==> src/rtl/span_dma_pkg.sv <==
package span_dma_pkg;
  localparam int DADDR_W = 24;
  localparam int BANK_AW = 12;
  localparam int LEN_W   = 12;
  localparam int CNT_W   = 8;
  localparam int SKIP_W  = 12;
  localparam int BEAT_LG = 3;
  localparam int BEAT_W  = 64;
  localparam int REG_W   = 32;
  localparam int REG_AW  = 3;

  localparam int LADDR_W  = BANK_AW + 1;
  localparam int DWORD_W  = DADDR_W - BEAT_LG;
  localparam int LWORD_W  = BANK_AW - BEAT_LG;
  localparam int LENB_W   = LEN_W - BEAT_LG;
  localparam int SKIPB_W  = SKIP_W - BEAT_LG;
  localparam int CNT_LSB  = LEN_W;
  localparam int SKIP_LSB = LEN_W + CNT_W;

  typedef enum logic [REG_AW-1:0] {
    RA_LOCAL = 3'd0,
    RA_DRAM  = 3'd1,
    RA_RDLEN = 3'd2,
    RA_WRLEN = 3'd3,
    RA_STAT  = 3'd4,
    RA_FULL  = 3'd5,
    RA_BUSY  = 3'd6,
    RA_RSVD  = 3'd7
  } reg_addr_e;

  typedef struct packed {
    logic               to_local;
    logic               bank;
    logic [LWORD_W-1:0] lword;
    logic [DWORD_W-1:0] dword;
    logic [LENB_W-1:0]  beats_m1;
    logic [CNT_W-1:0]   spans_m1;
    logic [SKIPB_W-1:0] skip_w;
  } xfer_t;
endpackage

==> src/rtl/span_dma_regs.sv <==
module span_dma_regs
  import span_dma_pkg::*;
(
  input  logic              clk_i,
  input  logic              rst_ni,
  input  logic              we_i,
  input  logic [REG_AW-1:0] addr_i,
  input  logic [REG_W-1:0]  wdata_i,
  input  logic              busy_i,
  input  logic              full_i,
  output logic [REG_W-1:0]  rdata_o,
  output logic              req_valid_o,
  output xfer_t             req_o
);
  logic [LADDR_W-1:0] laddr_q;
  logic [DADDR_W-1:0] daddr_q;
  reg_addr_e          ra;

  assign ra = reg_addr_e'(addr_i);

  always_ff @(posedge clk_i or negedge rst_ni) begin
    if (!rst_ni) begin
      laddr_q <= '0;
      daddr_q <= '0;
    end else if (we_i) begin
      case (ra)
        RA_LOCAL: laddr_q <= wdata_i[LADDR_W-1:0];
        RA_DRAM:  daddr_q <= wdata_i[DADDR_W-1:0];
        default: ;
      endcase
    end
  end

  assign req_valid_o = we_i && (ra == RA_RDLEN || ra == RA_WRLEN);

  always_comb begin
    req_o.to_local = (ra == RA_RDLEN);
    req_o.bank     = laddr_q[BANK_AW];
    req_o.lword    = laddr_q[BANK_AW-1:BEAT_LG];
    req_o.dword    = daddr_q[DADDR_W-1:BEAT_LG];
    req_o.beats_m1 = wdata_i[LEN_W-1:BEAT_LG];
    req_o.spans_m1 = wdata_i[CNT_LSB +: CNT_W];
    req_o.skip_w   = wdata_i[SKIP_LSB+BEAT_LG +: SKIPB_W];
  end

  always_comb begin
    case (ra)
      RA_LOCAL: rdata_o = REG_W'(laddr_q);
      RA_DRAM:  rdata_o = REG_W'(daddr_q);
      RA_STAT:  rdata_o = REG_W'({full_i, busy_i});
      RA_FULL:  rdata_o = REG_W'(full_i);
      RA_BUSY:  rdata_o = REG_W'(busy_i);
      default:  rdata_o = '0;
    endcase
  end
endmodule

==> src/rtl/span_dma_slot.sv <==
module span_dma_slot
  import span_dma_pkg::*;
(
  input  logic  clk_i,
  input  logic  rst_ni,
  input  logic  req_valid_i,
  input  xfer_t req_i,
  input  logic  busy_i,
  input  logic  finish_i,
  output logic  launch_o,
  output xfer_t launch_xfer_o,
  output logic  full_o
);
  logic  full_q;
  xfer_t pend_q;
  logic  promote, take_now, park;

  assign promote  = finish_i & full_q;
  // direct start when idle, or when the active one ends with nothing queued
  assign take_now = req_valid_i & (~busy_i | (finish_i & ~full_q));
  assign park     = req_valid_i & busy_i & ~finish_i & ~full_q;

  assign launch_o      = promote | take_now;
  assign launch_xfer_o = promote ? pend_q : req_i;
  assign full_o        = full_q;

  always_ff @(posedge clk_i or negedge rst_ni) begin
    if (!rst_ni) begin
      full_q <= 1'b0;
      pend_q <= '0;
    end else if (promote) begin
      full_q <= 1'b0;
    end else if (park) begin
      full_q <= 1'b1;
      pend_q <= req_i;
    end
  end
endmodule

==> src/rtl/span_dma_engine.sv <==
module span_dma_engine
  import span_dma_pkg::*;
(
  input  logic               clk_i,
  input  logic               rst_ni,
  input  logic               launch_i,
  input  xfer_t              xfer_i,
  input  logic               dram_ack_i,
  output logic               dram_req_o,
  output logic               dram_we_o,
  output logic [DADDR_W-1:0] dram_addr_o,
  output logic               lmem_we_o,
  output logic               lmem_bank_o,
  output logic [LWORD_W-1:0] lmem_addr_o,
  output logic               busy_o,
  output logic               finish_o,
  output logic               done_o
);
  logic               busy_q, done_q, to_local_q, bank_q;
  logic [LWORD_W-1:0] lw_q;
  logic [DWORD_W-1:0] dw_q;
  logic [LENB_W-1:0]  beat_q, beats_m1_q;
  logic [CNT_W-1:0]   span_q, spans_m1_q;
  logic [SKIPB_W-1:0] skip_q;
  logic               fire, last_beat, last_span, finish;

  assign fire      = busy_q & dram_ack_i;
  assign last_beat = (beat_q == beats_m1_q);
  assign last_span = (span_q == spans_m1_q);
  assign finish    = fire & last_beat & last_span;

  always_ff @(posedge clk_i or negedge rst_ni) begin
    if (!rst_ni) begin
      busy_q     <= 1'b0;
      done_q     <= 1'b0;
      to_local_q <= 1'b0;
      bank_q     <= 1'b0;
      lw_q       <= '0;
      dw_q       <= '0;
      beat_q     <= '0;
      beats_m1_q <= '0;
      span_q     <= '0;
      spans_m1_q <= '0;
      skip_q     <= '0;
    end else begin
      done_q <= finish;
      if (launch_i) begin
        busy_q     <= 1'b1;
        to_local_q <= xfer_i.to_local;
        bank_q     <= xfer_i.bank;
        lw_q       <= xfer_i.lword;
        dw_q       <= xfer_i.dword;
        beats_m1_q <= xfer_i.beats_m1;
        spans_m1_q <= xfer_i.spans_m1;
        skip_q     <= xfer_i.skip_w;
        beat_q     <= '0;
        span_q     <= '0;
      end else if (fire) begin
        lw_q <= lw_q + LWORD_W'(1);
        if (last_beat) begin
          beat_q <= '0;
          span_q <= span_q + CNT_W'(1);
          dw_q   <= dw_q + DWORD_W'(1) + DWORD_W'(skip_q);
        end else begin
          beat_q <= beat_q + LENB_W'(1);
          dw_q   <= dw_q + DWORD_W'(1);
        end
        if (finish) busy_q <= 1'b0;
      end
    end
  end

  assign dram_req_o  = busy_q;
  assign dram_we_o   = busy_q & ~to_local_q;
  assign dram_addr_o = {dw_q, {BEAT_LG{1'b0}}};
  assign lmem_we_o   = fire & to_local_q;
  assign lmem_bank_o = bank_q;
  assign lmem_addr_o = lw_q;
  assign busy_o      = busy_q;
  assign finish_o    = finish;
  assign done_o      = done_q;
endmodule

==> src/rtl/span_dma.sv <==
module span_dma
  import span_dma_pkg::*;
#(
  parameter int DATA_W = BEAT_W
) (
  input  logic               clk_i,
  input  logic               rst_ni,
  input  logic               reg_we_i,
  input  logic [REG_AW-1:0]  reg_addr_i,
  input  logic [REG_W-1:0]   reg_wdata_i,
  output logic [REG_W-1:0]   reg_rdata_o,
  output logic               dram_req_o,
  output logic               dram_we_o,
  output logic [DADDR_W-1:0] dram_addr_o,
  output logic [DATA_W-1:0]  dram_wdata_o,
  input  logic               dram_ack_i,
  input  logic [DATA_W-1:0]  dram_rdata_i,
  output logic               lmem_we_o,
  output logic               lmem_bank_o,
  output logic [LWORD_W-1:0] lmem_addr_o,
  output logic [DATA_W-1:0]  lmem_wdata_o,
  input  logic [DATA_W-1:0]  lmem_rdata_i,
  output logic               busy_o,
  output logic               full_o,
  output logic               done_o
);
  logic  req_valid, launch, finish, busy, full;
  xfer_t req, launch_xfer;

  span_dma_regs u_regs (
    .clk_i      (clk_i),
    .rst_ni     (rst_ni),
    .we_i       (reg_we_i),
    .addr_i     (reg_addr_i),
    .wdata_i    (reg_wdata_i),
    .busy_i     (busy),
    .full_i     (full),
    .rdata_o    (reg_rdata_o),
    .req_valid_o(req_valid),
    .req_o      (req)
  );

  span_dma_slot u_slot (
    .clk_i        (clk_i),
    .rst_ni       (rst_ni),
    .req_valid_i  (req_valid),
    .req_i        (req),
    .busy_i       (busy),
    .finish_i     (finish),
    .launch_o     (launch),
    .launch_xfer_o(launch_xfer),
    .full_o       (full)
  );

  span_dma_engine u_eng (
    .clk_i      (clk_i),
    .rst_ni     (rst_ni),
    .launch_i   (launch),
    .xfer_i     (launch_xfer),
    .dram_ack_i (dram_ack_i),
    .dram_req_o (dram_req_o),
    .dram_we_o  (dram_we_o),
    .dram_addr_o(dram_addr_o),
    .lmem_we_o  (lmem_we_o),
    .lmem_bank_o(lmem_bank_o),
    .lmem_addr_o(lmem_addr_o),
    .busy_o     (busy),
    .finish_o   (finish),
    .done_o     (done_o)
  );

  assign dram_wdata_o = lmem_rdata_i;
  assign lmem_wdata_o = dram_rdata_i;
  assign busy_o       = busy;
  assign full_o       = full;
endmodule

==> config.mk <==
export PLATFORM = sky130hd
export DESIGN_NAME = span_dma
export DESIGN_NICKNAME = d
export VERILOG_FILES = /design/src/rtl/span_dma_pkg.sv /design/src/rtl/span_dma_regs.sv /design/src/rtl/span_dma_slot.sv /design/src/rtl/span_dma_engine.sv /design/src/rtl/span_dma.sv
export SDC_FILE = /design/constraint.sdc
export NUM_CORES = 1
export LEC_CHECK = 0
export BUFFER_PORTS_ARGS = -buffer_cell sky130_fd_sc_hd__buf_2
export CELL_PAD_IN_SITES_DETAIL_PLACEMENT = 1
export CELL_PAD_IN_SITES_GLOBAL_PLACEMENT = 1
export CORE_MARGIN = 4
export CORE_UTILIZATION = 35
export DETAILED_ROUTE_END_ITERATION = 8
export PLACE_DENSITY_LB_ADDON = 0.2
export SYNTH_ARGS = -nofsm -noshare
export SYNTH_HDL_FRONTEND = slang
export SYNTH_SLANG_ARGS = --single-unit
==> constraint.sdc <==
create_clock -name clk_i -period 5.34 [get_ports clk_i]
set_clock_uncertainty 0.2 [all_clocks]
set_input_delay 0.267 -clock clk_i [delete_from_list [all_inputs] [get_ports clk_i]]
set_output_delay 0.267 -clock clk_i [all_outputs]
set_load 0.05 [all_outputs]
---- After elaboration in Yosys (flattened, before gate mapping) ----
Index checks and enable logic that the tools add are counted.
operators by class
  bitwise logic cells ..................... 18
  mux-type cells .......................... 18
  add/subtract/negate cells ............... 5
  reductions and logical operators ........ 12
  equal/unequal tests ..................... 8
operator list
  operator               count
  $pmux 24 s5            1
  $mux 21                3
  $mux 58                1
  $mux 9                 5
  $mux 8                 3
  $add 21x1->21 const B  1
  $add 21x9->21          1
  $add 9x1->9 const B    2
  $and 1x1->1            11
  $reduce_and 2->1       5
  $eq 3x3->1 const B     3
  $eq 9x9->1             1
  $add 8x1->8 const B    1
  $eq 8x8->1             1
  $reduce_bool 2->1      4
  $eq 3x2->1 const B     2
  $mux 1                 5
  $not 1->1              5
  $eq 3x1->1 const B     1
  $logic_not 3->1        1
  $or 1x1->1             2
  $logic_and 1x1->1      1
  $logic_or 1x1->1       1
storage, ports and cells
  word-level logic and storage cells ...... 82
  output and inout port bits .............. 200
  input port bits ......................... 167
  register bits ........................... 173

---- Longest topological paths before layout ----
  word-level depth ........................ 9
  gate-level depth with buffers ........... 14
  mapped depth without buffers ............ 13

---- Modules after synthesis ----
From an unflattened synthesis, not the netlist that was laid out.
second synthesis, totals
  cells, all modules ...................... 1045
  area, all modules ....................... 11070.6 sq um
modules (own cells, without submodules)
  module           area an instance (sq um)  times used  sequential area each (sq um)  cells an instance
  span_dma_engine  4867.2                    1           1926.8                        525
  span_dma_slot    3009.1                    1           1476.4                        194
  span_dma_regs    2233.4                    1           925.9                         198
  span_dma         960.9                     1           0.0                           128

---- Least setup slack after synthesis ----
Ideal clock, no wire load.
  path type ............................... register -> register
  from .................................... register u_eng.dw_q[0]
  to ...................................... register u_eng.dw_q[10]
  setup slack ............................. 1.656 ns
  arrival ................................. 3.402 ns
  cell stages (with the launch flop) ...... 14
  library setup time ...................... 0.082 ns
  data required time ...................... 5.058 ns
  cells stage by stage .................... dfrtp_1 -> ha_1 -> and2_1 -> clkbuf_1 -> nand2_1 -> xnor2_1 -> ha_1 -> o21a_1 -> o31a_1 -> o311ai_0 -> a211oi_2 -> xnor2_1 -> or3_1 -> a31oi_1
between the ends
  cells in the longest elaborated chain, start to end .. 5
ends and longest elaborated chain
  element                 line                                          source
  from (decl)             span_dma_engine.sv:21                         logic [DWORD_W-1:0] dw_q;
  from (signal assigned)  span_dma_engine.sv:52                         dw_q <= xfer_i.dword;
  from (signal assigned)  span_dma_engine.sv:63                         dw_q <= dw_q + DWORD_W'(1) + DWORD_W'(skip_q);
  from (signal assigned)  span_dma_engine.sv:66                         dw_q <= dw_q + DWORD_W'(1);
  $add 21x1->21 *         span_dma_engine.sv:63, span_dma_engine.sv:66
  $add 21x9->21           span_dma_engine.sv:63
  $mux 21 *               span_dma_engine.sv:60                         if (last_beat) begin
  $mux 21 *               span_dma_engine.sv:58                         end else if (fire) begin
  $mux 21 *               span_dma_engine.sv:47                         if (launch_i) begin
Mark *: on every way between the ends. The rest lies on a longest branch, timed or not. The select of a mux whose other input is x is not followed.
A chain may end at the register's enable or synchronous reset.

---- Final worst setup path ----
  from .................................... register u_eng.beat_q[3]
  to ...................................... register u_slot.pend_q[40] in the netlist's numbering
between the ends
  cells in the longest elaborated chain, start to end .. 7
ends and longest elaborated chain
  element                       line                   source
  from (decl)                   span_dma_engine.sv:22  logic [LENB_W-1:0] beat_q, beats_m1_q;
  from (signal assigned)        span_dma_engine.sv:65  beat_q <= beat_q + LENB_W'(1);
  $eq 9x9->1 *                  span_dma_engine.sv:28  assign last_beat = (beat_q == beats_m1_q);
  $and 1x1->1 * (2 in series)   span_dma_engine.sv:30  assign finish = fire & last_beat & last_span;
  named net finish              span_dma.sv:27         logic req_valid, launch, finish, busy, full;
  $not 1->1                     span_dma_slot.sv:21    assign park = req_valid_i & busy_i & ~finish_i & ~full_q;
  $and 1x1->1 (2 in series)     span_dma_slot.sv:21
  $reduce_and 2->1 (no line) *  -
  to (signal assigned)          span_dma_slot.sv:35    pend_q <= req_i;
  to (decl)                     span_dma_slot.sv:15    xfer_t pend_q;
Mark *: on every way through the listed nets, which the timed path passes. The rest lies on a longest branch.

==> key figures <==
Timing
  • Final worst-path cycle share: 0.714
  • Fin Setup TNS: 0 ps
  • Final Hold Viols: 0
  • Actual slew at the worst max-slew pin: 1060 ps
  • Highest clock rate: 0.262 GHz
  • Final setup fails: 0
  • Unrepaired setup endpoints after global routing: no
  • Final Max Tran Viols: 0
  • Slew margin rel.: 0.292
  • Minimum clock period after layout: 3810 ps

Setup path
  • Cell depth of the worst setup path: 8
  • CP arrival: 3930 ps
  • Reg2reg path depth: 8
  • CP required: 5450 ps
  • Setup crit start kind: register
  • Slowest cell on crit path: or4_2
  • Reg-to-reg slack, setup: 1530 ps
  • RR Endpoint: u_slot.pend_q[40]
  • Worst r2r src: u_eng.beat_q[3]
  • Worst-path cell chain: xor2_1 > nor4_2 > and4_1 > nand2_8 > inv_2 > or4_2 > buf_4 > mux2_2
  • CP startpoint: u_eng.beat_q[3]
  • Nature of the critical path endpoint: register
  • CP Buf/Inv Count: 2
  • Top delay family on crit path: simple AND/OR/NAND/NOR gates
  • Crit Path Max Fanout: 32
  • CP max stage delay: 730 ps
  • Crit path kind: reg -> reg

Power and ir drop
  • Pwr per Cell Area: 533 nW/µm²
  • Maximum vdd drop: 0.198 mV
  • Leakage: 5.47 nW

Final layout
  • Register area: 4330 µm²
  • Layout filler cell count: 3,363
  • Multi-input gate area: 4840 µm²
  • Final std cells w/o fill: 1,391
  • Area Overhead vs Synth: 6.89%
  • Ant diodes: 0
  • Nets: 1,170
  • Ratio of cells with drive above 1 in the final layout: 0.263

Routing
  • Vias/cell: 5.22
  • Drt drc: 0
  • Vias: 7,258
  • Drt first pass iters: 4
  • Antenna viol nets, final: 0
  • DR iter-0 viols: 411
  • Routed WL: 30,000 µm
  • Wirelength per Cell: 21.6 µm

Die
  • Chip height: 181 µm
  • Ports: 367
  • Die width: 181 µm
  • Row Count: 63
  • Initial core utilization: 0.354
  • Die Area: 32,800 µm²
  • Core ar.: 29,600 µm²

Yosys
  • Synth Area in Adders: 0.0186
  • Flops & latches, synth: 173
  • Post-Synth Simple-Gate Area: 0.123
  • Largest family of logic cells by synthesized area: multiplexers
  • Area fraction of the dominant cell type after synthesis: 0.413
  • Number of flops mapped to enable cells by yosys: 0
  • Synth Warn #: 0
  • Yosys cell types: 72
  • Yosys top cell by area: dfrtp_1
  • Post-synthesis sequential area ratio: 0.413
  • Main synth FF type: dfrtp_1
  • Post-Syn Area: 10,500 µm²
  • Synth async-reset ratio: 1.00
  • Largest cells by area after synthesis: dfrtp_1 (41%), buf_4 (10%), mux2_2 (8.9%)
  • Post-synthesis cell count: 1,010
  • Compound-Gate Fraction of Synth Area: 0.0893
  • Post-synthesis xor/xnor area fraction: 0.0426
  • Syn avg cell area: 10.4 µm²
  • Multiplexer share of the synthesized area: 0.184

Placement
  • Post-DP HPWL: 21,200 µm
  • Placer Congestion: 0.794
  • Placed Instances: 1,326
  • Port Buf Inserts: 99

GRT
  • Global-route wire length before repair: 47,100 µm
  • Grt ovf: 0
  • Initial antenna violation count: 0
  • GRT Util Overall: 0.183
  • Largest net degree at the start of global routing: 83
  • Vias in the first global route: 7,708

Clock network
  • Post-cts resize count: 0
  • CTS Buf Count: 17
  • Clock Latency Late Sink: 440 ps
  • CTS H-tree depth: 4
  • TritonCTS clock tree: done
  • Clk sinks: 173
  • Root Driver: clkbuf_16
  • Reg clk slew, reported paths: 70 ps
  • Clock Tree Buf Depth: 2

Hold path
  • Tightest Hold Check Type: in -> reg
  • Hold Path Depth: 3
  • Min-delay src: reg_we_i
  • Hold endpoint: u_eng.busy_o

Status
  • Status: finished, final reports clean

Run
  • Max-cap violations: 0
-- per-layer routing --
layer / vias to the layer above / global-route usage / share of wire / wire length [µm]
met2: 201 / 0.282 / 0.45 / 13500
li1: 3363 / - / - / -
met4: 0 / 0.0615 / 0.028 / 855
met5: - / 0 / 0 / 0
met3: 57 / 0.0461 / 0.055 / 1640
met1: 3637 / 0.251 / 0.47 / 14000
-- stage by stage --
stage	hold WS [ps]	power (mW)	worst slack (ps)	instance area, µm²	utilization
after floorplan	-229	4.25	1660	10500	-
after global placement	207	4.65	1620	10300	0.347
after detailed placement	209	4.70	1520	10300	0.347
after CTS	70.3	6.03	1500	11200	0.378
after global routing	126	6.38	1270	11200	0.378
final	100	5.98	1530	11200	0.378
-- worst reg2reg max path: stages, from the launching register on --
cell     delay, ps
dfrtp_1        420
xor2_1         170
nor4_2         530
and4_1         670
nand2_8        100
inv_2           90
or4_2          730
buf_4          420
mux2_2         370
-- state kept, by name, indices dropped and copies added, names as in the netlist --
signal	flops
u_slot.full_o	1
u_eng.beats_m1_q	9
u_eng.span_q	8
u_eng.lmem_bank_o	1
u_eng.dw_q	21
u_regs.daddr_q	24
u_eng.busy_o	1
u_eng.to_local_q	1
u_eng.beat_q	9
u_eng.spans_m1_q	8
u_eng.lmem_addr_o	9
u_eng.skip_q	9
u_slot.pend_q	58
u_eng.done_o	1
u_regs.laddr_q	13
-- worst max path at each step --
stage,endpoint
2_1_floorplan,u_eng.dw_q[10]
3_3_place_gp,u_slot.pend_q[37]
3_5_place_dp,u_slot.pend_q[37]
4_1_cts,u_slot.pend_q[37]
5_1_grt,u_slot.pend_q[40]
6_report,u_slot.pend_q[40]
-- cells by family (layout without fill, tap and decap cells) --
| group | Yosys count | after routing |
|---|---|---|
| AND/OR/NAND/NOR | 241 | 241 |
| buffers and inverters | 205 | 186 |
| flip-flops | 173 | 173 |
| multiplexers | 172 | 172 |
| AO/OA/AOI/OAI | 152 | 152 |
| XOR/XNOR | 51 | 51 |
| adder cells (fa/ha/maj) | 15 | 15 |
| other | 1 | 11 |
-- placed cells by master (no fill, tap or decap), types with 17 or more instances in the layout --
master / n
buf_2: 98
clkbuf_16: 17
nand2_1: 73
dlygate4sd3_1: 33
mux2i_1: 67
mux2_2: 83
mux2_4: 20
o21ai_0: 48
dfrtp_1: 173
xor2_1: 22
a21oi_1: 33
and3_1: 26
nor2_1: 55
xnor2_1: 29
-- repair_timing --
| action | in CTS | in global routing |
|---|---|---|
| hold endpoints to repair | 157 | 0 |
| hold buffers | 33 | 0 |
| buffers inserted | 0 | 0 |
-- final cells by class --
class | count | area share
clock buffers | 17 | 0.0379
clock inverters | 15 | 0.0156
inverters | 10 | 0.00335
multi-input cells | 642 | 0.431
flip-flops and latches | 173 | 0.386
well taps | 390 | 0.0435
repair buffers | 144 | 0.0822
-- synthesized netlist by cell type, types with 20 or more instances --
master	number
mux2_2	83
clkbuf_1	32
mux2_4	20
mux2i_1	67
a21oi_1	33
o21ai_0	48
nor2_1	55
and3_1	26
dfrtp_1	173
nand2_1	73
xor2_1	22
buf_4	140
xnor2_1	29
-- where the power goes --
part	switching, mW	internal, mW
Sequential	0.513	1.79
Clock	0.619	0.670
Combinational	1.44	0.944
Total	2.58	3.41
Power figures use the tool's default switching activity.
